## config.mk

```make
export PLATFORM = sky130hd
export DESIGN_NAME = byte_write_strobe_gen
export DESIGN_NICKNAME = d
export VERILOG_FILES = /design/src/rtl/bwe_pkg.sv /design/src/rtl/bwe_lane_decode.sv /design/src/rtl/bwe_strobe_reg.sv /design/src/rtl/byte_write_strobe_gen.sv
export SDC_FILE = /design/constraint.sdc
export NUM_CORES = 1
export LEC_CHECK = 0
export BUFFER_PORTS_ARGS = -buffer_cell sky130_fd_sc_hd__buf_2
export CORE_AREA = 2 2 39 41
export CTS_BUF_LIST = sky130_fd_sc_hd__clkbuf_8
export CTS_CLUSTER_SIZE = 20
export DETAILED_ROUTE_END_ITERATION = 10
export DIE_AREA = 0 0 41 43
export MAX_ROUTING_LAYER = met4
export PLACE_DENSITY = 0.52
export SLEW_MARGIN = 10
export SYNTH_ARGS = -nofsm -noshare
export SYNTH_HDL_FRONTEND = slang
export SYNTH_SLANG_ARGS = --single-unit
```

## constraint.sdc

```tcl
create_clock -name clk -period 0.9 [get_ports clk]
set_input_delay 0.09 -clock clk [delete_from_list [all_inputs] [get_ports clk]]
set_output_delay 0.09 -clock clk [all_outputs]
set_load 0.01 [all_outputs]
```

## src/rtl/bwe_pkg.sv

```systemverilog
package bwe_pkg;

    localparam int unsigned LANES    = 4;
    localparam int unsigned SIZE_W   = 2;
    localparam int unsigned ADDR_W   = 2;
    localparam int unsigned PORT_W   = 2;

    typedef enum logic [SIZE_W-1:0] {
        SZ_LONG = 2'b00,
        SZ_BYTE = 2'b01,
        SZ_WORD = 2'b10,
        SZ_LINE = 2'b11
    } xfer_size_e;

    typedef enum logic [PORT_W-1:0] {
        PW_32    = 2'b00,
        PW_8     = 2'b01,
        PW_16    = 2'b10,
        PW_SPARE = 2'b11
    } port_width_e;

    typedef struct packed {
        logic              active;
        logic              write;
        xfer_size_e        size;
        logic [ADDR_W-1:0] addr;
        port_width_e       port;
    } wr_req_t;

    typedef logic [LANES-1:0] lane_mask_t;

    // Line transfers take the same lanes as a longword.
    function automatic xfer_size_e fold_size(xfer_size_e s);
        return (s == SZ_LINE) ? SZ_LONG : s;
    endfunction

    // Lanes a 32-bit region uses; bit i set means lane i is written.
    function automatic lane_mask_t mask_full(xfer_size_e s, logic [ADDR_W-1:0] a);
        lane_mask_t m;
        unique case (fold_size(s))
            SZ_BYTE: m = lane_mask_t'(1) << a;
            SZ_WORD: m = a[1] ? 4'b1100 : 4'b0011;
            default: m = 4'b1111;
        endcase
        return m;
    endfunction

    // Lanes a 16-bit region uses: only the upper two lanes of the bus.
    function automatic lane_mask_t mask_half(xfer_size_e s, logic [ADDR_W-1:0] a);
        lane_mask_t m;
        if (fold_size(s) == SZ_BYTE) m = a[0] ? 4'b0010 : 4'b0001;
        else                         m = 4'b0011;
        return m;
    endfunction

    // The spare port code decodes as a 32-bit region.
    function automatic lane_mask_t lane_mask(wr_req_t r);
        lane_mask_t m;
        unique case (r.port)
            PW_8:    m = 4'b0001;
            PW_16:   m = mask_half(r.size, r.addr);
            default: m = mask_full(r.size, r.addr);
        endcase
        return m;
    endfunction

endpackage

```

## src/rtl/bwe_lane_decode.sv

```systemverilog
module bwe_lane_decode
    import bwe_pkg::*;
(
    input  wr_req_t          req,
    output logic [LANES-1:0] strobe_n
);
    lane_mask_t mask;
    logic       qual;

    always_comb begin
        mask = lane_mask(req);
        qual = req.active & req.write;
    end

    for (genvar g = 0; g < LANES; g++) begin : g_lane
        always_comb strobe_n[g] = ~(qual & mask[g]);
    end

    always_comb begin
        if (req.port == PW_8)
            assert (strobe_n[LANES-1:1] == '1) else $error("AST_NARROW8_LANE0 violated");
        if (req.port == PW_16)
            assert (strobe_n[3:2] == 2'b11) else $error("AST_HALF_UPPER violated");
    end
endmodule

```

## src/rtl/bwe_strobe_reg.sv

```systemverilog
module bwe_strobe_reg #(
    parameter int unsigned WIDTH = 4
) (
    input  logic             clk,
    input  logic             rst,
    input  logic [WIDTH-1:0] d_n,
    output logic [WIDTH-1:0] q_n
);
    always_ff @(posedge clk) begin
        if (rst) q_n <= '1;
        else     q_n <= d_n;
    end

    AST_RESET_IDLE: assert property (@(posedge clk) rst |=> q_n == '1) else $error("AST_RESET_IDLE");
endmodule

```

## src/rtl/byte_write_strobe_gen.sv

```systemverilog
module byte_write_strobe_gen
    import bwe_pkg::*;
(
    input  logic       clk,
    input  logic       rst,
    input  logic       xfer_active,
    input  logic       xfer_write,
    input  logic [1:0] xfer_size,
    input  logic [1:0] addr_lo,
    input  logic [1:0] port_width,
    input  logic       burst_ok,
    output logic [3:0] we_n
);
    wr_req_t          req;
    logic [LANES-1:0] next_n;

    always_comb begin
        req.active = xfer_active;
        req.write  = xfer_write;
        req.size   = xfer_size_e'(xfer_size);
        req.addr   = addr_lo;
        req.port   = port_width_e'(port_width);
    end

    bwe_lane_decode u_decode (
        .req      (req),
        .strobe_n (next_n)
    );

    bwe_strobe_reg #(.WIDTH(LANES)) u_reg (
        .clk (clk),
        .rst (rst),
        .d_n (next_n),
        .q_n (we_n)
    );

    AST_IDLE_HIGH: assert property (@(posedge clk) disable iff (rst)
        !(xfer_active && xfer_write) |=> we_n == 4'hF) else $error("AST_IDLE_HIGH");
    AST_WRITE_SOME: assert property (@(posedge clk) disable iff (rst)
        (xfer_active && xfer_write) |=> we_n != 4'hF) else $error("AST_WRITE_SOME");
    AST_BYTE_SINGLE: assert property (@(posedge clk) disable iff (rst)
        (xfer_active && xfer_write && xfer_size == 2'b01) |=> $countones(~we_n) == 1)
        else $error("AST_BYTE_SINGLE");
    AST_LINE_NOBURST: assert property (@(posedge clk) disable iff (rst)
        (xfer_active && xfer_write && xfer_size == 2'b11 && port_width == 2'b00 && !burst_ok)
        |=> we_n == 4'h0) else $error("AST_LINE_NOBURST");
    AST_NARROW8: assert property (@(posedge clk) disable iff (rst)
        (xfer_active && xfer_write && port_width == 2'b01) |=> we_n == 4'b1110)
        else $error("AST_NARROW8");
endmodule

```

==> reports/metrics.yaml <==
top_regs: "u_reg.q_n (4)"
cts_setup_buffers: 0
critPathRequiredTime_ps: 1020
power.density_nw_per_um2: 1610
hpwl_um: 421
critPathLaunchType: "input port"
holdBufCountCts: 0
rows: 14
leakagePower_nw: 0.203
grtUsageTotal: 0.0716
vias_per_cell: 3.95
period_share: 0.886
slew_violations: 0
cts_buffers: 3
nets: 66
die_width_um: 41
synth_top_area_share: 0.286
cts_buffer_depth: 2
dr.pass1.iters: 1
path_cells: "buf_2, inv_1, ha_1, a211o_1, o311ai_2"
fillers: 157
synth_seq_cells: 4
synth_area_leaders: "dfxtp_1, ha_1, o311ai_2"
cp-end-kind: "register"
grt_overflow_total: 0
antenna_found_initial: 0
n_antenna_cell: 0
port_buffers: 13
cts_resized: 0
final-setup-viol-count: 0
maxSlewHeadroom: 0.798
synthMuxAreaShare: 0
final_cell_mix: "buf_2, inv_1, ha_1"
io_pins: 15
wl_per_cell_um: 7.42
routabilityCongestion: 0.632
synth_nets: 47
regMostFlops: "u_reg.q_n"
cpPeakStageDelay_ps: 330
clock-sinks: 4
synth_xor_area_frac: 0
multi_input_area_sq_um: 178
grt_pass1_vias: 261
avgSynthCellArea_sq_um: 9.04
final-hold-violation-count: 0
fp.dieArea_sq_um: 1760
yosys.area_share.simple: 0.121
maxCapViolCount: 0
yosys.area.top_type: "dfxtp_1"
die-height_um: 43
hold_slack_ps: 131
yosys_warnings: 0
worstPathMaxFanout: 4
path_clk_slew_ps: 30
synth_cells: 31
drt_iter0_drc: 0
post-route-util: 0.299
dr_total_vias: 253
synthAdderAreaFrac: 0.223
cp_data_arrival_time_ps: 920
timing.final.crit_period_ps: 798
final_antenna_net_count: 0
syn_area_sq_um: 280
cts-root-buf: "clkbuf_8"
rsz0062_at_grt: "no"
largest_reg_flops: 4
grt_max_degree: 5
initial_utilization: 0.203
seq_area_sq_um: 80.1
tightest_slew_ps: 302
clock.fmax_mhz: 1250
synth_compound_area_frac: 0.290
synth_top_family_by_area: "compound AO/OA/AOI/OAI gates"
critical_path_class: "in -> reg"
final_common_cell: "buf_2"
cts_tree: "done"
htree_levels: 1
status: "finished clean"
synth.distinct_cells: 13
crit_slowest_cell: "ha_1"
area_growth_pct: 47.8
grt_pass1_wl_um: 876
wl_um: 475
ir_worst_vdd_v: 0.000341
drc: 0
synth-seq-area-share: 0.286
drive_above_1_share: 0.396
hold_class: "in -> reg"
core_sq_um: 1380
[power by group]
| part | total, mW | switching (mW) | internal, mW |
|---|---|---|---|
| combinational | 0.110 | 0.0561 | 0.0534 |
| sequential | 0.186 | 0.000987 | 0.185 |
| clock | 0.370 | 0.0857 | 0.284 |
| total | 0.665 | 0.143 | 0.522 |
[per-layer routing]
metal / up-vias / global-route usage / share of wire
met2: 7 / 0.119 / 0.54
met3: 0 / 0 / 0.067
li1: 140 / - / -
met4: 0 / 0.0600 / 0
met5: - / - / 0
met1: 106 / 0.0728 / 0.39
[cells in the mapped netlist (all sizes together)]
master	number
a211o	1
a21boi	1
a21o	1
a21oi	2
dfxtp	4
ha	5
inv	6
nand2	2
nand2b	2
nor2	2
nor2b	1
o211ai	2
o311ai	2
[through the flow]
step	total power [mW]	setup TNS [ps]	instance area (sq um)	setup WS, ps	instances
2_1_floorplan	0.254	0	280	15.3	31
3_3_place_gp	0.299	-214	373	-113	61
3_5_place_dp	0.300	-227	373	-125	61
4_1_cts	0.680	0	414	96.7	64
5_1_grt	0.698	0	414	41.7	64
6_report	0.665	0	414	102	64
[kinds of logic (layout without fill, tap and decap cells)]
logic type | after synthesis | after routing
AOI/OAI and AO/OA | 9 | 9
adders and majority gates | 5 | 5
buffers and inverters | 6 | 23
DFF | 4 | 4
and+or+nand+nor | 7 | 7
[layout make-up]
cell class                      instances  area share
Clock buffer                            3      0.0997
Multi-Input combinational cell         21       0.429
Timing Repair Buffer                   14       0.175
Tap cell                               16      0.0483
Sequential cell                         4       0.193
Inverter                                6      0.0544
[worst paths after layout]
check	cells past startpoint	slack (ps)	to	from
max	5	100	u_reg.q_n[0]	port_width[0]
min	3	130	u_reg.q_n[1]	rst
[worst max-delay path: cells and delay by family]
family	cells	cell delay [ps]
buffers and inverters	2	130
AOI/OAI and AO/OA	2	370
adders and majority gates	1	330
Note: power is estimated with default switching activity, not from simulation.
